--- src/rtl/autobaud_sync.sv ---
module autobaud_sync #(
  parameter int MIN_CNT = 64,
  parameter int MAX_CNT = 60000,
  localparam int CNT_W = $clog2(MAX_CNT + 1),
  localparam int DIV_W = CNT_W - 3
) (
  input  logic             clk,
  input  logic             rst_n,
  input  logic             rx_in,
  output logic             tx_out,
  output logic [DIV_W-1:0] divisor,
  output logic             locked,
  output logic             error
);
  localparam logic [7:0]  ACK_BYTE  = 8'h79;
  localparam logic [10:0] ACK_FRAME = {1'b1, ^ACK_BYTE, ACK_BYTE, 1'b0};

  typedef enum logic [2:0] {HUNT, MEAS, PAR, STOP, ACK, LOCK} st_t;
  st_t st;

  logic             rx_s1, rx_s2, rx_prev;
  logic [CNT_W-1:0] cnt, tmr;
  logic [DIV_W-1:0] div;
  logic [10:0]      sh;
  logic [3:0]       bits;

  wire              fall   = rx_prev & ~rx_s2;
  wire [CNT_W-1:0]  mdiv   = cnt >> 3;
  wire [CNT_W-1:0]  mid_tm = mdiv + (mdiv >> 1) - 1'b1;
  wire [CNT_W-1:0]  bit_tm = CNT_W'(div) - 1'b1;

  assign tx_out  = (st == ACK) ? sh[0] : 1'b1;
  assign locked  = (st == LOCK);
  assign divisor = div;

  always_ff @(posedge clk or negedge rst_n) begin
    if (!rst_n) begin
      rx_s1 <= 1'b1; rx_s2 <= 1'b1; rx_prev <= 1'b1;
      st <= HUNT; cnt <= '0; tmr <= '0; div <= '0;
      sh <= '1; bits <= '0; error <= 1'b0;
    end else begin
      rx_s1   <= rx_in;
      rx_s2   <= rx_s1;
      rx_prev <= rx_s2;
      error   <= 1'b0;
      case (st)
        HUNT: if (fall) begin
          cnt <= CNT_W'(1);
          st  <= MEAS;
        end
        MEAS: begin
          if (fall) begin
            if (cnt >= CNT_W'(MIN_CNT)) begin
              div <= mdiv[DIV_W-1:0];
              tmr <= mid_tm;
              st  <= PAR;
            end else st <= HUNT;
          end else if (cnt == CNT_W'(MAX_CNT)) st <= HUNT;
          else cnt <= cnt + 1'b1;
        end
        PAR: begin
          if (tmr != 0) tmr <= tmr - 1'b1;
          else if (rx_s2) begin tmr <= bit_tm; st <= STOP; end
          else begin error <= 1'b1; st <= HUNT; end
        end
        STOP: begin
          if (tmr != 0) tmr <= tmr - 1'b1;
          else if (rx_s2) begin
            sh <= ACK_FRAME; bits <= '0; tmr <= bit_tm; st <= ACK;
          end else begin error <= 1'b1; st <= HUNT; end
        end
        ACK: begin
          if (tmr != 0) tmr <= tmr - 1'b1;
          else if (bits == 4'd10) st <= LOCK;
          else begin
            sh   <= {1'b1, sh[10:1]};
            bits <= bits + 1'b1;
            tmr  <= bit_tm;
          end
        end
        default: ;
      endcase
    end
  end

  assert_lock_sticky_R7: assert property (@(posedge clk) disable iff (!rst_n)
    locked |=> locked);
  assert_div_hold_R7: assert property (@(posedge clk) disable iff (!rst_n)
    locked |=> $stable(divisor));
  assert_quiet_tx_R8: assert property (@(posedge clk) disable iff (!rst_n)
    locked |-> tx_out);
  assert_err_pulse_R3: assert property (@(posedge clk) disable iff (!rst_n)
    error |=> !error);
  assert_err_unlocked_R8: assert property (@(posedge clk) disable iff (!rst_n)
    error |-> !locked);
  assert_div_floor_R5: assert property (@(posedge clk) disable iff (!rst_n)
    locked |-> (int'(divisor) >= (MIN_CNT >> 3)));
endmodule

--- config.mk ---
export PLATFORM = sky130hd
export DESIGN_NAME = autobaud_sync
export DESIGN_NICKNAME = d
export VERILOG_FILES = /design/src/rtl/autobaud_sync.sv
export SDC_FILE = /design/constraint.sdc
export NUM_CORES = 1
export LEC_CHECK = 0
export BUFFER_PORTS_ARGS = -buffer_cell sky130_fd_sc_hd__buf_2
export CAP_MARGIN = 15
export CORE_MARGIN = 5
export CORE_UTILIZATION = 30
export CTS_CLUSTER_DIAMETER = 120
export CTS_CLUSTER_SIZE = 40
export DETAILED_ROUTE_END_ITERATION = 8
export GPL_TIMING_DRIVEN = 0
export SLEW_MARGIN = 30
export SYNTH_ARGS = -nofsm -noshare
export SYNTH_HDL_FRONTEND = slang
export SYNTH_SLANG_ARGS = --single-unit
--- constraint.sdc ---
create_clock -name clk -period 3.3 [get_ports clk]
set_clock_uncertainty 0.2 [all_clocks]
set_input_delay 0.66 -clock clk [delete_from_list [all_inputs] [get_ports clk]]
set_output_delay 0.66 -clock clk [all_outputs]
set_load 0.03 [all_outputs]
* Word-level counts from Yosys, hierarchy flattened *
Index checks and enable logic that the tools add are counted.

storage, ports and cells
  flip-flop bits (word level) = 67
  input bits = 3
  output and inout port bits = 16
  word-level logic and storage cells = 88

operators by class
  add/sub/neg operators = 6
  $lt $le $gt $ge = 1
  equal/unequal tests = 21
  mux-type cells = 36
  bitwise logic cells = 2
  reduce and logical (&&, ||, !) cells = 12

operators with widths
  operator                 number
  $mux W16                 9
  $pmux W16 S3             1
  $mux W11                 4
  $pmux W16 S2             1
  $mux W3                  8
  $pmux W11 S2             1
  $ne A2 B2 Y1 const B     10
  $add A16 B1 Y16 const B  1
  $eq A16 B16 Y1 const B   1
  $ge A16 B7 Y1 const B    1
  $mux W4                  4
  $reduce_bool A16 Y1      1
  $sub A16 B1 Y16 const B  1
  $pmux W3 S5              1
  $sub A14 B1 Y15 const B  1
  $add A13 B12 Y14         1
  $sub A13 B1 Y14 const B  1
  $reduce_and A5 Y1        2
  $pmux W4 S2              1
  $reduce_and A7 Y1        1
  $eq A3 B2 Y1 const B     2
  $eq A3 B3 Y1 const B     2
  $ne A3 B3 Y1 const B     2
  $reduce_bool A5 Y1       1
  15 further kinds         20

* Logic depth before layout (Yosys ltp) *
  word-level depth = 5
  mapped depth = 12
  mapped depth without buffers = 12

* Worst setup path before layout *
Ideal clock, no wire load.

  kind = reg2reg
  start point = register cnt[4]
  end point = register tmr[7]
  library setup time = 0.132 ns
  data arrival time = 2.435 ns
  data required time = 2.968 ns
  setup slack = 0.533 ns
  stages on the path, launching flop included = 13
  path buffers = 0
  clock period less this slack = 2.767 ns
  path through = dfrtp_1 -> inv_1 -> ha_1 -> inv_1 -> ha_1 -> inv_1 -> fa_1 -> nor2b_1 -> o31a_1 -> o21ai_0 -> and4_1 -> a2111oi_0 -> nor2_1

on the way
  cells in the longest elaborated chain, start to end = 5
  elaborated cells on any way between the ends = 8
  classes of those cells = 2 x add/sub; 1 x order compare; 1 x eq/ne; 3 x mux; 1 x reduce/logical

RTL lines
  element                 line  source
  from (decl)             22    logic [CNT_W-1:0] cnt, tmr;
  from (signal assigned)  59    else cnt <= cnt + 1'b1;
  $add A13 B12 Y14        29    wire [CNT_W-1:0] mid_tm = mdiv + (mdiv >> 1) - 1'b1;
  $sub A14 B1 Y15         29
  $mux W16                53    if (cnt >= CNT_W'(MIN_CNT)) begin
  $mux W16                52    if (fall) begin
  $pmux W16 S3            46    case (st)
  to (signal assigned)    55    tmr <= mid_tm;
  to (signal assigned)    62    if (tmr != 0) tmr <= tmr - 1'b1;
  to (signal assigned)    67    if (tmr != 0) tmr <= tmr - 1'b1;
  to (decl)               22

Parallel ways exist; a longest one is shown, timed or not. The select of a mux whose other input is x is not followed.
A chain may end at the register's enable or synchronous reset.

* Final worst setup path *
  start point = register cnt[11]
  end point = register tmr[15]

The elaborated chain is that of the path after synthesis.

==> run metrics <==
Worst Setup SP=cnt[11]; # nets final=approximately 640; Worst Path Max Fanout=6; post-synth top area share=between 20% and 30%; Gate Count Post-Synth=roughly 560; I/O Buffers=18; Synth area leader=dfrtp_1; PwrDens=606 mW/mm²; Pint=around 2.1 mW; ANT cells=0; worst endpoint required time=between 3 and 4 ns; CP endpoint kind=register; pre-CTS WS=-0.0982 ns; worst hold-check path type=input pin to asynchronous set/reset pin; CTS root buf=clkbuf_16; Routed WL per cell=about 16 µm; Die Width=between 100 and 150 µm; worst endpoint data arrival time=about 3.2 ns; sequential power share=32.1%; Crit Path Class=register to register; part of the cycle the worst path needs=94.5%; post-layout min period=around 3.1 ns; Final Max Tran Viols=0; total power=around 3.4 mW; setup slack, reg-to-reg=roughly 0.18 ns; Die ar.=0.0190 mm²; DRT antenna net count=0; Max VDD drop=approximately 0.26 mV; Post-Syn Area=about 0.0049 mm²; share of layout cells above drive strength 1=between 10% and 20%; worst r2r dst=tmr[15]; DP Cell Count=790; Mapped Nets=between 600 and 700; FF-to-FF path depth=10; placed cell areas=between 0.005 and 0.006 mm²; Die H=about 140 µm; setup ws final=about 0.18 ns; Sw Ratio=38.9%; CTS Buf Count=9; Post-DP HPWL=just under 10 mm; RR Startpoint=cnt[11]; Worst-path clk slew=around 0.060 ns; Routed WL=between 10 and 15 mm; Fmax achieved=0.321 GHz; post-route DRC violation count=0; Worst Max-Slew Pin Slew=just under 0.7 ns; DRT iter0 DRCs=roughly 270; Clock Latency Late Sink=about 0.35 ns; Leak=between 2 and 3 nW; Top Ports=19; Total GRT Usage=~14%; Non-Filler Instances=~810; Syn-to-layout area delta=14.8%; final setup fails=0; first-pass GRT wire length=21.4 mm; Hold WS=between 0.06 and 0.07 ns; CTS Hold Bufs=0; Syn Area/Cell=8.84 µm²; synthesized flop and latch total=65; drt first pass iters=5; routed via count=about 4000; startpoint types=register; synthesis warning total=0; DR vias/cell=5.07; Logic pwr share=between 30% and 40%; Most used DFF post-synth=dfrtp_1; RSZ-0062 raised after global routing=false; normalized max-slew margin=a little over half; Psw=1.33 mW; Post-synth EDFFs=0; CTS tree=done; Remaining Overflow, GRT=0; max_cap viols=0; Starting Density=30.8%; RD Place Congestion=0.873; Synth cell types=66; final hold vios=0; post-synthesis sequential area ratio=about a third; Clk pwr share=a little under a third; critical path capture point=tmr[15]; Synth area leaders=dfrtp_1 (27%), ha_1 (13%), dfstp_2 (6.4%); TritonCTS Sinks=65; vias in the first global route=~4200; antenna violations before repair=0; largest net degree at the start of global routing=35; fin area=about 0.0056 mm²; Max H-tree Level=3; most instantiated library cell after synthesis=dfrtp_1; CTS max path bufs=2; row count=between 40 and 50; placeable core area=~0.016 mm²; Synth async-reset ratio=100%; outcome=completed; synth cell count leaders=dfrtp_1 (53), ha_1 (51), inv_1 (48), nor2_1 (48), nand2_1 (46)
## power groups by stage
stage | clock (mW) | combinational [mW] | sequential (mW)
5_1_grt | 1.12 | 1.41 | 1.12
2_1_floorplan | 0 | 0.926 | 1.07
4_1_cts | 1.09 | 1.28 | 1.09
6_report | 1.06 | 1.26 | 1.10
3_3_place_gp | 0 | 1.24 | 1.10
3_5_place_dp | 0 | 1.27 | 1.11
## repair_timing
item                       in CTS  in global routing
hold endpoints to repair        0                  0
setup buffers                   0                  1
pin swaps                       0                  1
cloned                          0                  0
resized for setup               1                  3
setup endpoints to repair       2                  5
## cells in the final DEF, fill, tap and decap left out, types with 14 or more instances in the layout
cell,Yosys,routed
nand3_1,18,18
o21ai_1,19,19
nand2_1,46,46
o21ai_0,20,20
ha_1,51,51
buf_2,5,22
a21oi_1,24,24
dfrtp_1,53,53
clkbuf_1,14,14
xnor2_1,22,22
nor3_1,19,19
inv_1,48,47
nor2_1,48,48
## worst max-delay path, cell delays in order, from the launching register on
cell	delay (ns)
dfrtp_1	0.46
inv_1	0.12
ha_1	0.29
inv_1	0.04
ha_1	0.35
a2111oi_0	0.49
a21oi_1	0.10
and2_1	0.22
a2111oi_2	0.51
o21ai_0	0.19
nand2_1	0.09
## kinds of logic (layout without fill, tap and decap cells)
logic type / Yosys count / in the layout / share of synthesized area (%)
AO/OA/AOI/OAI: 126 / 126 / 16.6
XOR/XNOR: 28 / 28 / 5.00
adder cells (fa/ha/maj): 53 / 53 / 13.8
buffers and inverters: 69 / 105 / 5.63
flip-flops: 65 / 65 / 33.5
multiplexers: 16 / 16 / 3.60
AND/OR/NAND/NOR: 198 / 198 / 21.9
## metal layers
metal / global-route usage (%) / share of wire, %
met3: 2.58 / 3.7
met5: 0 / 0
met1: 18.7 / 47
met2: 23.5 / 47
met4: 6.81 / 2.6
## how the worst min path moves through the flow
stage                      end  start  cells after the start
floorplan                rx_s2  rx_s1                      0
global placement         rx_s2  rx_s1                      0
detailed placement       rx_s2  rx_s1                      0
CTS                 divisor[0]  rst_n                      1
global route        divisor[0]  rst_n                      1
finish              divisor[0]  rst_n                      1
## sequential cells by signal, summed over array words and instances (netlist names)
signal   cells
cnt         16
divisor     13
tmr         16
rx_s2        1
st           3
rx_s1        1
bits         4
rx_prev      1
sh           9
error        1
## cell type report
class | count | area, µm²
flip-flops and latches | 65 | 1640
clock inverters | 6 | 90.1
inverters | 48 | 180
fillers | 1632 | 10300
multi-input cells | 421 | 3000
repair buffers | 20 | 120
plain buffers | 21 | 96.3
well taps | 216 | 270
clock buffers | 10 | 239
## metrics by stage
step	setup TNS, ns	util [%]
floorplan	0	-
global placement	-0.0292	33.0
global route	0	35.3
CTS	0	35.3
detailed placement	-0.112	33.2
finish	0	35.3
Note: power is estimated with default switching activity, not from simulation.
